File: src/rtl/bram_pkg.sv
package bram_pkg;
    parameter int WORD_AW = 8;
    parameter int BYTE_W  = 8;
    parameter int LANES   = 2;
    localparam int LANE_AW = $clog2(LANES);
    localparam int PHYS_AW = WORD_AW + LANE_AW;
    localparam int DATA_W  = BYTE_W * LANES;
    localparam int DEPTH   = 1 << PHYS_AW;

    typedef logic [WORD_AW-1:0] word_addr_t;
    typedef logic [PHYS_AW-1:0] phys_addr_t;
    typedef logic [BYTE_W-1:0]  byte_t;
    typedef logic [DATA_W-1:0]  word_t;

    typedef struct packed {
        logic       en;
        logic [LANES-1:0] wmask;
        word_addr_t waddr;
        word_t      wdata;
    } user_req_t;

    function automatic phys_addr_t lane_location(word_addr_t w, int lane);
        phys_addr_t p;
        p = {w, LANE_AW'(lane)};
        return p;
    endfunction

    function automatic byte_t lane_slice(word_t d, int lane);
        return d[lane*BYTE_W +: BYTE_W];
    endfunction
endpackage

File: src/rtl/lane_steer.sv
module lane_steer
    import bram_pkg::*;
(
    input  user_req_t                       req,
    output logic      [LANES-1:0]           port_we,
    output phys_addr_t [LANES-1:0]          port_addr,
    output byte_t      [LANES-1:0]          port_wdata
);
    for (genvar g = 0; g < LANES; g++) begin : g_lane
        always_comb begin
            port_addr[g]  = lane_location(req.waddr, g);
            port_wdata[g] = lane_slice(req.wdata, g);
            port_we[g]    = req.en & req.wmask[g];
        end
    end
endmodule

File: src/rtl/dp_byte_array.sv
module dp_byte_array
    import bram_pkg::*;
(
    input  logic                    clk,
    input  logic                    rst,
    input  logic                    en,
    input  logic       [LANES-1:0]  we,
    input  phys_addr_t [LANES-1:0]  addr,
    input  byte_t      [LANES-1:0]  wdata,
    output byte_t      [LANES-1:0]  rdata
);
    byte_t mem [DEPTH];

    always_ff @(posedge clk) begin
        for (int p = 0; p < LANES; p++) begin
            if (we[p]) mem[addr[p]] <= wdata[p];
        end
    end

    for (genvar g = 0; g < LANES; g++) begin : g_port
        always_ff @(posedge clk) begin
            if (rst)                rdata[g] <= '0;
            else if (en && !we[g])  rdata[g] <= mem[addr[g]];
        end


        lane_hold_chk: assert property (@(posedge clk) disable iff (rst)
            (en && we[g]) |=> $stable(rdata[g]));
    end


    no_collide_chk: assert property (@(posedge clk) disable iff (rst)
        !(we[0] && we[1] && addr[0] == addr[1]));
endmodule

File: src/rtl/byte_ram16.sv
module byte_ram16
    import bram_pkg::*;
(
    input  logic               clk,
    input  logic               rst,
    input  logic               cen,
    input  logic [LANES-1:0]   wen,
    input  logic [WORD_AW-1:0] addr,
    input  logic [DATA_W-1:0]  din,
    output logic [DATA_W-1:0]  dout
);
    user_req_t  req;
    logic       [LANES-1:0] p_we;
    phys_addr_t [LANES-1:0] p_addr;
    byte_t      [LANES-1:0] p_wdata;
    byte_t      [LANES-1:0] p_rdata;

    always_comb begin
        req.en    = cen;
        req.wmask = wen;
        req.waddr = addr;
        req.wdata = din;
    end

    lane_steer i_steer (
        .req        (req),
        .port_we    (p_we),
        .port_addr  (p_addr),
        .port_wdata (p_wdata)
    );

    dp_byte_array i_array (
        .clk   (clk),
        .rst   (rst),
        .en    (cen),
        .we    (p_we),
        .addr  (p_addr),
        .wdata (p_wdata),
        .rdata (p_rdata)
    );

    for (genvar g = 0; g < LANES; g++) begin : g_out
        assign dout[g*BYTE_W +: BYTE_W] = p_rdata[g];
    end


    idle_hold_chk: assert property (@(posedge clk) disable iff (rst)
        !cen |=> $stable(dout));


    reset_zero_chk: assert property (@(posedge clk)
        rst |=> dout == '0);
endmodule

File: config.mk
export PLATFORM = sky130hd
export DESIGN_NAME = byte_ram16
export DESIGN_NICKNAME = d
export VERILOG_FILES = /design/src/rtl/bram_pkg.sv /design/src/rtl/lane_steer.sv /design/src/rtl/dp_byte_array.sv /design/src/rtl/byte_ram16.sv
export SDC_FILE = /design/constraint.sdc
export NUM_CORES = 2
export LEC_CHECK = 0
export ABC_CLOCK_PERIOD_IN_PS = 3400
export BUFFER_PORTS_ARGS = -buffer_cell sky130_fd_sc_hd__buf_2
export CORE_ASPECT_RATIO = 0.9
export CORE_MARGIN = 2
export CORE_UTILIZATION = 63
export CTS_CLUSTER_SIZE = 20
export DETAILED_ROUTE_END_ITERATION = 12
export PLACE_DENSITY = 0.77
export SYNTH_ARGS = -nofsm -noshare
export SYNTH_HDL_FRONTEND = slang
export SYNTH_SLANG_ARGS = --single-unit
File: constraint.sdc
create_clock -name clk -period 3.4 [get_ports clk]
set_clock_uncertainty 0.1 [all_clocks]
set_input_delay 0.17 -clock clk [delete_from_list [all_inputs] [get_ports clk]]
set_output_delay 0.17 -clock clk [all_outputs]
set_load 0.02 [all_outputs]
==> results_dict.tcl <==
set metrics [dict create \
    multiInputGateArea_um2 33800 \
    final_cell_mix "4096 x edfxtp_1, 1019 x buf_4, 892 x mux4_2" \
    power_density_nw_per_um2 572 \
    slew_viol_final 0 \
    numCtsBuffers 389 \
    gr-usage-all-layers_pct 36.1 \
    hold_class "in2reg" \
    synth_area_leaders "edfxtp_1 77%, mux4_2 13%, mux2i_1 1.7%, nor2_1 1.6%, nand2_1 0.64%" \
    violations "setup timing" \
    synth_flop_cell "edfxtp_1" \
    antenna_found_initial 34 \
    clock_sinks 4112 \
    grt_pass1_vias 87900 \
    die_width_um 535 \
    rr_worst_depth 8 \
    hold_viol 0 \
    placed_cells 11700 \
    coreArea_um2 252000 \
    via_count 89100 \
    r2r_start "i_array.mem[230][6]" \
    seq_area_frac_synth_pct 77.1 \
    setup_ws_ns -0.0383 \
    tightest_slew_ns 1.26 \
    cts_tree "yes" \
    crit_path_end_kind "flip-flop" \
    dp_slack_ns -0.0732 \
    drive_above_1_share_pct 30.1 \
    grt_max_degree 137 \
    final_common_cell "edfxtp_1" \
    row_count 175 \
    antenna_left 0 \
    ys_ff_latch 4112 \
    leakagePower_nw 59.9 \
    htree_levels 5 \
    syn_inst 7694 \
    cp_max_fo 14 \
    critPathKind "in2reg" \
    fp.dieH_um 482 \
    ctsRootBufferMaster "clkbuf_16" \
    syn_to_final_growth_pct 15.3 \
    start_util_pct 63.3 \
    holdBufCountCts 23 \
    avgSynthCellArea_um2 20.8 \
    drtPass1Iterations 8 \
    clk_path_buf_depth 4 \
    stdcell_count 12500 \
    finalNetCount 8821 \
    hold_depth 1 \
    finalCritPeriodShare_pct 101 \
    whs_ns 0.0510 \
    yosysUniqueCellTypes 76 \
    io_pins 45 \
    required_ns 4.18 \
    arrival_ns 4.22 \
    place_hpwl_um 289000 \
    cts-resized-gates 0 \
    synth_top_area_share_pct 76.9 \
    post-route-drc-count 0 \
    outcome "finished with violations" \
    routedWlPerCell_um 37.0 \
    min-delay-start "din[13]" \
    post-synth-top-area-cell "edfxtp_1" \
    vias_per_cell 7.14 \
    whs_endpoint "i_array.mem[405][5]" \
    clk_latency_ns 0.94 \
    grt_pass1_wl_um 652000 \
    wirelength_um 462000 \
    r2r_end "i_array.rdata[6]" \
    nFillCells 13500 \
    grt_overflow 0 \
    cp-start-kind "input port" \
    setup_viol 1 \
    syn-num-nets 7723 \
    clk_pin_slew_ns 0.06 \
    die_area_um2 258000 \
    synth_async_sr_flop_share_pct 0 \
    cts_setup_buffers 0 \
    drv_cap 0 \
    synth_edf_count 4096 \
    regArea_um2 123000 \
    fin_crit_ns 3.44 \
    yosysWarningCount 0 \
    gp_congestion 0.983 \
    irDropWorstVdd_mv 0.627 \
    max_freq_ghz 0.291 \
    r2r_slack_ns 0.20 \
    portBuffers 44 \
    rsz0062_at_grt "false" \
    syn_area_um2 160000 \
    dr.first_iter.drc_count 16100 \
    relSlewSlack_pct 15.4 \
]
==> routing by layer <==
layer / vias to the layer above / part of all wire [%] / global-route usage (%)
li1: 34100 / - / -
met1: 45500 / 33 / 49.7
met2: 8005 / 45 / 52.9
met3: 1432 / 16 / 11.8
met4: 24 / 6.1 / 18.1
met5: - / 0.032 / 0
==> final cells by class <==
type,instances,share of cell area (%)
multi-input combinational,3099,18.3
clock inverter,240,1.37
timing repair buffer,1186,5.58
sequential,4112,66.9
antenna,20,0.0271
clock buffer,458,5.50
tap,3363,2.28
inverter,4,0.0149
==> synth_stat cells (53+ instances only) <==
cell,instances
edfxtp_1,4096
mux4_2,892
nor2_1,693
mux2i_1,276
nand2_1,271
clkbuf_1,180
o22ai_1,134
buf_2,126
a22oi_1,104
a21oi_1,103
buf_4,96
o21ai_0,92
nand3_1,71
mux2_2,67
buf_6,53
==> kinds of logic after synthesis <==
group | synth area share (%)
flip-flops | 77.1
multiplexers | 15.1
AND/OR/NAND/NOR | 3.08
AO/OA/AOI/OAI | 2.91
buffers and inverters | 1.79
==> state kept, by name (all words and copies together) (netlist names) <==
register,count
i_array.mem,4096
i_array.rdata,16
==> worst max path at each step <==
stage / startpoint / endpoint
6_report: addr[6] / i_array.rdata[6]
5_1_grt: addr[6] / i_array.rdata[6]
4_1_cts: addr[6] / i_array.rdata[6]
3_5_place_dp: addr[1] / i_array.rdata[13]
3_3_place_gp: addr[6] / i_array.rdata[0]
2_1_floorplan: addr[0] / i_array.mem[343][0]
==> where the power goes <==
part           switching [mW]  internal (mW)  total (mW)
registers              0.0844           55.8        55.9
logic                    3.84           1.99        5.83
clock network            18.7           25.0        43.7
==> metrics by stage <==
stage	utilization [%]	instance area, um^2	setup TNS, ns	power, mW
finish	73.0	184000	-0.0383	105
detailed placement	67.9	171000	-0.117	62.5
floorplan	-	160000	0	59.6
CTS	73.0	184000	0	105
global route	73.0	184000	0	107
global placement	67.9	171000	-0.0409	62.4
==> worst max-delay path: stages <==
cell and delay, ns:
dlygate4sd3_1 0.54, buf_2 0.54, and2_0 0.59, nand3_1 0.20, a2111oi_0 0.61, buf_4 0.22, a22o_1 0.24, or3_1 0.16
nor4b_1 0.05, o32ai_1 0.25, dlygate4sd3_1 0.59
No activity file was read; power rests on OpenSTA's default activity.
